$ cat src/rtl/gpio_bank_pkg.sv
package gpio_bank_pkg;

  localparam int BUS_W   = 32;
  localparam int LANES   = BUS_W / 8;
  localparam int WIDX_W  = 3;

  typedef enum logic [1:0] {
    MODE_IN  = 2'b00,
    MODE_OUT = 2'b01,
    MODE_ALT = 2'b10,
    MODE_ANA = 2'b11
  } pinMode_e;

  typedef enum logic [1:0] {
    PULL_NONE = 2'b00,
    PULL_UP   = 2'b01,
    PULL_DOWN = 2'b10,
    PULL_RSVD = 2'b11
  } pullSel_e;

  localparam logic [WIDX_W-1:0] IDX_MODE   = 3'd0;
  localparam logic [WIDX_W-1:0] IDX_TYPE   = 3'd1;
  localparam logic [WIDX_W-1:0] IDX_SPEED  = 3'd2;
  localparam logic [WIDX_W-1:0] IDX_PULL   = 3'd3;
  localparam logic [WIDX_W-1:0] IDX_IN     = 3'd4;
  localparam logic [WIDX_W-1:0] IDX_OUT    = 3'd5;
  localparam logic [WIDX_W-1:0] IDX_SETCLR = 3'd6;

  typedef struct packed {
    logic              wrMode;
    logic              wrType;
    logic              wrSpeed;
    logic              wrPull;
    logic              wrOut;
    logic              wrSetClr;
    logic [BUS_W-1:0]  laneMask;
    logic [WIDX_W-1:0] rdIdx;
  } busStrobe_t;

endpackage

$ cat src/rtl/gpio_bank_ctrl.sv
module gpio_bank_ctrl
  import gpio_bank_pkg::*;
(
  input  logic              busSel,
  input  logic              busWr,
  input  logic [WIDX_W-1:0] busWordAddr,
  input  logic [LANES-1:0]  busBe,
  output busStrobe_t        strobe
);

  logic wrHit;
  logic [BUS_W-1:0] laneMask;

  assign wrHit = busSel && busWr;

  for (genvar b = 0; b < LANES; b++) begin : g_lane
    assign laneMask[8*b +: 8] = {8{busBe[b]}};
  end

  always_comb begin
    strobe          = '0;
    strobe.laneMask = laneMask;
    strobe.rdIdx    = busWordAddr;
    if (wrHit) begin
      unique case (busWordAddr)
        IDX_MODE:   strobe.wrMode   = 1'b1;
        IDX_TYPE:   strobe.wrType   = 1'b1;
        IDX_SPEED:  strobe.wrSpeed  = 1'b1;
        IDX_PULL:   strobe.wrPull   = 1'b1;
        IDX_OUT:    strobe.wrOut    = 1'b1;
        IDX_SETCLR: strobe.wrSetClr = 1'b1;
        default:    ;
      endcase
    end
  end

endmodule

$ cat src/rtl/gpio_bank_dp.sv
module gpio_bank_dp
  import gpio_bank_pkg::*;
#(
  parameter int PINS = 16
) (
  input  logic              clk,
  input  logic              rstN,
  input  busStrobe_t        strobe,
  input  logic [BUS_W-1:0]  busWdata,
  output logic [BUS_W-1:0]  busRdata,
  input  logic [PINS-1:0]   pinIn,
  output logic [PINS-1:0]   padOe,
  output logic [PINS-1:0]   padOut,
  output logic [PINS-1:0]   padOdEn,
  output logic [PINS-1:0]   padPuEn,
  output logic [PINS-1:0]   padPdEn,
  output logic [PINS-1:0]   padIe,
  output logic [PINS-1:0]   padAltSel,
  output logic [2*PINS-1:0] padSpeed
);

  localparam int FW    = 2 * PINS;
  localparam int CLR_LO = BUS_W / 2;

  logic [FW-1:0]   modeQ, speedQ, pullQ;
  logic [PINS-1:0] typeQ, outQ;
  logic [PINS-1:0] syncA, syncB;
  logic [PINS-1:0] setBits, clrBits;
  logic [PINS-1:0] inView;

  logic [FW-1:0]   m2;
  logic [PINS-1:0] m1;
  assign m2 = strobe.laneMask[FW-1:0];
  assign m1 = strobe.laneMask[PINS-1:0];

  assign setBits = busWdata[PINS-1:0] & strobe.laneMask[PINS-1:0];
  assign clrBits = busWdata[CLR_LO +: PINS] & strobe.laneMask[CLR_LO +: PINS];

  always_ff @(posedge clk) begin
    if (!rstN) begin
      modeQ  <= '0;
      typeQ  <= '0;
      speedQ <= '0;
      pullQ  <= '0;
      outQ   <= '0;
    end else begin
      if (strobe.wrMode)  modeQ  <= (modeQ  & ~m2) | (busWdata[FW-1:0]   & m2);
      if (strobe.wrType)  typeQ  <= (typeQ  & ~m1) | (busWdata[PINS-1:0] & m1);
      if (strobe.wrSpeed) speedQ <= (speedQ & ~m2) | (busWdata[FW-1:0]   & m2);
      if (strobe.wrPull)  pullQ  <= (pullQ  & ~m2) | (busWdata[FW-1:0]   & m2);
      if (strobe.wrOut)
        outQ <= (outQ & ~m1) | (busWdata[PINS-1:0] & m1);
      else if (strobe.wrSetClr)
        outQ <= (outQ & ~clrBits) | setBits;
    end
  end

  always_ff @(posedge clk) begin
    if (!rstN) begin
      syncA <= '0;
      syncB <= '0;
    end else begin
      syncA <= pinIn;
      syncB <= syncA;
    end
  end

  for (genvar i = 0; i < PINS; i++) begin : g_pin
    logic [1:0] pm;
    logic [1:0] pl;
    logic isOut, isAlt, isAna;
    assign pm    = modeQ[2*i +: 2];
    assign pl    = pullQ[2*i +: 2];
    assign isOut = (pm == MODE_OUT);
    assign isAlt = (pm == MODE_ALT);
    assign isAna = (pm == MODE_ANA);

    assign padOe[i]     = isOut && (!typeQ[i] || !outQ[i]);
    assign padOdEn[i]   = typeQ[i] && (isOut || isAlt);
    assign padPuEn[i]   = !isAna && (pl == PULL_UP);
    assign padPdEn[i]   = !isAna && (pl == PULL_DOWN);
    assign padIe[i]     = !isAna;
    assign padAltSel[i] = isAlt;
    assign inView[i]    = syncB[i] && !isAna;
  end

  assign padOut   = outQ;
  assign padSpeed = speedQ;

  always_comb begin
    busRdata = '0;
    unique case (strobe.rdIdx)
      IDX_MODE:  busRdata[FW-1:0]   = modeQ;
      IDX_TYPE:  busRdata[PINS-1:0] = typeQ;
      IDX_SPEED: busRdata[FW-1:0]   = speedQ;
      IDX_PULL:  busRdata[FW-1:0]   = pullQ;
      IDX_IN:    busRdata[PINS-1:0] = inView;
      IDX_OUT:   busRdata[PINS-1:0] = outQ;
      default:   busRdata = '0;
    endcase
  end

endmodule

$ cat src/rtl/gpio_bank.sv
module gpio_bank
  import gpio_bank_pkg::*;
#(
  parameter int PINS = 16
) (
  input  logic              clk,
  input  logic              rstN,
  input  logic              busSel,
  input  logic              busWr,
  input  logic [2:0]        busWordAddr,
  input  logic [3:0]        busBe,
  input  logic [31:0]       busWdata,
  output logic [31:0]       busRdata,
  input  logic [PINS-1:0]   pinIn,
  output logic [PINS-1:0]   padOe,
  output logic [PINS-1:0]   padOut,
  output logic [PINS-1:0]   padOdEn,
  output logic [PINS-1:0]   padPuEn,
  output logic [PINS-1:0]   padPdEn,
  output logic [PINS-1:0]   padIe,
  output logic [PINS-1:0]   padAltSel,
  output logic [2*PINS-1:0] padSpeed
);

  busStrobe_t strobe;

  gpio_bank_ctrl u_ctrl (
    .busSel      (busSel),
    .busWr       (busWr),
    .busWordAddr (busWordAddr),
    .busBe       (busBe),
    .strobe      (strobe)
  );

  gpio_bank_dp #(.PINS(PINS)) u_dp (
    .clk       (clk),
    .rstN      (rstN),
    .strobe    (strobe),
    .busWdata  (busWdata),
    .busRdata  (busRdata),
    .pinIn     (pinIn),
    .padOe     (padOe),
    .padOut    (padOut),
    .padOdEn   (padOdEn),
    .padPuEn   (padPuEn),
    .padPdEn   (padPdEn),
    .padIe     (padIe),
    .padAltSel (padAltSel),
    .padSpeed  (padSpeed)
  );

endmodule

$ cat config.mk
export PLATFORM = sky130hd
export DESIGN_NAME = gpio_bank
export DESIGN_NICKNAME = d
export VERILOG_FILES = /design/src/rtl/gpio_bank_pkg.sv /design/src/rtl/gpio_bank_ctrl.sv /design/src/rtl/gpio_bank_dp.sv /design/src/rtl/gpio_bank.sv
export SDC_FILE = /design/constraint.sdc
export NUM_CORES = 1
export LEC_CHECK = 0
export ABC_AREA = 0
export BUFFER_PORTS_ARGS = -buffer_cell sky130_fd_sc_hd__buf_2
export CORE_UTILIZATION = 25
export DETAILED_ROUTE_END_ITERATION = 12
export PLACE_DENSITY = 0.45
export RECOVER_POWER = 100
export SYNTH_ARGS = -nofsm -noshare
export SYNTH_HDL_FRONTEND = slang
export SYNTH_HIERARCHICAL = 1
export SYNTH_SLANG_ARGS = --single-unit
$ cat constraint.sdc
create_clock -name clk -period 2.9 [get_ports clk]
set_input_delay 0 -clock clk [delete_from_list [all_inputs] [get_ports clk]]
set_output_delay 0 -clock clk [all_outputs]
set_load 0.03 [all_outputs]
# After elaboration in Yosys (flattened, before gate mapping)
# Cells that the tools add are included.
# word_totals
out_inout_bits	176
word_cells	285
register_bits	160
input_bits	59
# classes
eq_ne	86
n_reduce_logical	163
bitwise_logic	18
n_mux	11
# op_table
cell	count
32-bit AND	4
2-bit == test, second input constant	48
32-bit OR	3
16-bit one-hot mux with 6 select lines	1
1-bit logical AND	81
16-bit AND	5
2-bit by 1-bit == test with 1-bit output, second input constant	32
1-bit zero test	48
16-bit OR	3
16-bit one-hot mux with 3 select lines	1
1-bit logical OR	32
16-bit two-way mux	2
16-bit inverter	2
32-bit inverter	1
3-bit == test, second input constant	3
3-bit by 2-bit == test with 1-bit output, second input constant	2
1-bit two-way mux	6
6-bit two-way mux	1
3-bit by 1-bit == test with 1-bit output, second input constant	1
3-bit zero test	1
2-bit nonzero test	1

# Logic depth before layout (Yosys ltp)
# depth
ltp_word	6
ltp_mapped	8
mapped_depth_nobuf	5

# Cells and area by module
# The synthesis kept the hierarchy.
# modules_own_cells
module	cells_per_inst	instances	area_per_inst_um2	seq_area_each_um2
gpio_bank_dp	1080	1	8969.9	3203.1
gpio_bank_ctrl	46	1	332.8	0.0

# Worst setup path after synthesis
# OpenSTA, ideal clock, no wires.
# synth_path
path_kind	register to output
startpoint	register (tool-made name)
endpoint	output busRdata[11]
n_path_buf	0
arrival_time_ns	1.402
stages_incl_launch_ff	5
slack_ns	1.498
cell_sequence	dfxtp_1 ha_1 inv_1 nand2_1 o221ai_1
# synth_lines
item	line	rtl
end: declaration	gpio_bank.sv:13	output logic [31:0] busRdata,

# Final worst setup path
# layout_path
startpoint	input busWordAddr[0]
endpoint	output busRdata[1]
# layout_via
elab_chain_len	2
elab_cells_between_ends	7
# layout_lines
item	line	rtl
start: declaration	gpio_bank.sv:10	input logic [2:0] busWordAddr,
3-bit == test, or another cell as far along	gpio_bank_dp.sv:92	unique case (strobe.rdIdx)
16-bit one-hot mux with 6 select lines (*)	gpio_bank_dp.sv:92	
# Mark *: on every way between the ends. The rest lies on a longest branch, timed or not.

==> metrics <==
core area=approximately 37,000 um^2; Die Wd=195 um; Critical Path Start Type=input port; Data required, critical path=~2900 ps; DRT antenna net count=0; Yosys top cell area share=0.344; die area=38,000 um^2; Syn Area/Cell=around 8.3 um^2; clk_skew=a little over 6 ps; GP Congestion=a little over 0.8; Inserted Clock Buffers=17; final period utilization=0.848; main area contributors after synthesis=dfxtp_1 34%, nand2_1 8.7%, a21boi_0 8.1%; post-synthesis sequential area ratio=0.344; FFs w/ async S/R, synth=0; total grt overflow=0; CTS tree=done; Final TNS setup=0 ps; Antenna Cells=0; initial antenna violation count=0; max_cap viols=3; Slowest-stage cell, CP=nor2_2; Vias=between 8k and 9k; flop-to-flop setup slack=roughly 2000 ps; Peak VDD IR=between 0.4 and 0.5 mV; Syn Nets=1,233; Power Total=5.05 mW; min Tclk post-route=between 2000 and 2500 ps; DR pass1 iterations=5; Leak Pwr=a little over 4 nW; initial core utilization=0.254; post-CTS sizing=0; Mapped Cells=around 1.1k; Crit Reg-Reg Endpoint=u_dp/padOut[8]; EDFF count, synth=0; FF+latch count, synth=160; Rel. slew slack=-0.134; worst r2r src=u_dp/padOut[8]; Post-CTS Setup Bufs=0; DR vias/cell=~4.7; failing checks=max-capacitance violations, max-slew violations; final hold vios=0; type of element capturing the critical path=primary output; CP arrival=2460 ps; RSZ-0062 raised after global routing=no; pin count of the biggest net entering global routing=68; final setup fails=0; cells on worst reg2reg path=2; # DRC=0; top cells by count, synth=215 x nand2_1, 160 x dfxtp_1, 104 x nand3_1; most common cell in the netlist=nand2_1; final slew viol count=91; post-synth top area cell=dfxtp_1; first-pass GRT wire length=51.5 mm; CP bufs+invs=2; htree depth=4; Post-CTS Hold Buffers=48; pwr/cell area=~440 nW/um^2; chip height=a little under 200 um; Worst Tran Pin Value=approximately 1700 ps; PortBufs=about 230; Cell variety after synth=37; total track usage=0.181; routed wire length=between 30 and 40 mm; Reg clk slew, reported paths=~70 ps; Crit Path Max Fanout=19; Crit path max-delay family=simple AND/OR/NAND/NOR gates; Post-Layout Cell Count=roughly 1.8k; fmax=0.407 GHz; hold path startpoint=busBe[0]; Row Count=70; layout cells sized above 1=0.110; io pins=235; status=complete, but fails checks; max incr delay on CP=790 ps; CTS root buffer=clkbuf_16; Final Net Count=1,426; Min-Delay Path Class=input port to flop; total number of yosys warnings=6; Most used DFF post-synth=dfxtp_1; WS Path Type=input port to primary output; WHS Path Cells=3; Area Overhead vs Synth=21.9%; Avg WL per Cell=approximately 19 um; critical path, cell by cell=buf_2 -> nor2_2 -> nand2_1 -> o221ai_1 -> clkbuf_1; Netlist Area Pre-Place=just over 9000 um^2; Clock Tree Buf Depth=2; DP Cell Count=approximately 1.7k; 1st-iter DRT viols=approximately 610; CTS sink cnt=160; number of global-route vias before repair=between 7k and 8k; Worst-Skew Late Latency=approximately 430 ps; dpl hpwl=24.7 mm; Hold Worst Slack=roughly 94 ps
-- worst max path at each step --
stage                         from      endpoint  depth (start not counted)
CTS                           flop   busRdata[9]                          5
global route        busWordAddr[0]  busRdata[11]                          5
floorplan                     flop  busRdata[11]                          4
detailed placement  busWordAddr[0]  busRdata[14]                          5
global placement    busWordAddr[0]   busRdata[4]                          5
finish              busWordAddr[0]   busRdata[1]                          5
-- worst min-delay path, delay by kind of cell --
family	cells	cell delay (ps)
simple gates	1	140
compound gates	1	70
buf+inv	1	260
-- layout make-up --
class	instances	area [um^2]
fill	3994	25300
multi-input combinational	785	5180
sequential	160	3200
timing repair buffer	306	1610
tap	468	586
clock buffer	20	447
inverter	49	184
clock inverter	12	133
-- per-stage QoR --
| stage | worst slack, ps | util | area [um^2] |
|---|---|---|---|
| finish | 442 | 0.310 | 11300 |
| global route | 310 | 0.310 | 11300 |
| CTS | 724 | 0.317 | 11600 |
| detailed placement | 704 | 0.288 | 10500 |
| global placement | 723 | 0.288 | 10500 |
| floorplan | 1500 | - | 9300 |
-- where the power goes --
part,switching (mW),leakage [nW],internal (mW)
Sequential,0.0240,1.30,2.23
Clock,1.00,0.277,1.30
Combinational,0.314,2.52,0.176
Total,1.34,4.09,3.71
-- layer usage --
metal | GRT usage | vias up | wire, um | part of all wire
li1 | - | 4136 | - | -
met1 | 0.256 | 3979 | 17100 | 0.49
met2 | 0.285 | 257 | 15500 | 0.45
met3 | 0.0285 | 23 | 1650 | 0.047
met4 | 0.0470 | 0 | 512 | 0.015
met5 | 0 | - | 0 | 0
-- cell families after synthesis --
logic type | share of synthesized area
AO/OA/AOI/OAI | 0.143
buffers and inverters | 0.0998
flip-flops | 0.344
multiplexers | 0.0937
AND/OR/NAND/NOR | 0.255
adder cells (fa/ha/maj) | 0.0646
-- placed cells by master (no fill, tap or decap), types with 3 or more instances in the layout --
| cell | instances |
|---|---|
| nand2_1 | 216 |
| clkbuf_1 | 176 |
| dfxtp_1 | 160 |
| nand3_1 | 104 |
| a21boi_0 | 101 |
| buf_2 | 65 |
| nor2b_1 | 60 |
| mux2i_1 | 59 |
| inv_1 | 49 |
| dlygate4sd3_1 | 48 |
| ha_1 | 48 |
| nor3b_1 | 32 |
| mux2_2 | 25 |
| o211ai_1 | 20 |
| clkbuf_16 | 17 |
| nor2_1 | 17 |
| and2_0 | 17 |
| buf_4 | 16 |
| a22oi_1 | 16 |
| and2_1 | 15 |
| o221ai_1 | 10 |
| a32oi_1 | 9 |
| nor4bb_1 | 6 |
| a21oi_1 | 6 |
| o32a_1 | 6 |
| clkinv_2 | 3 |
| clkinvlp_4 | 3 |
| inv_6 | 3 |
| nand2b_1 | 3 |
| nor2_2 | 3 |
Note: power is estimated with default switching activity, not from simulation.
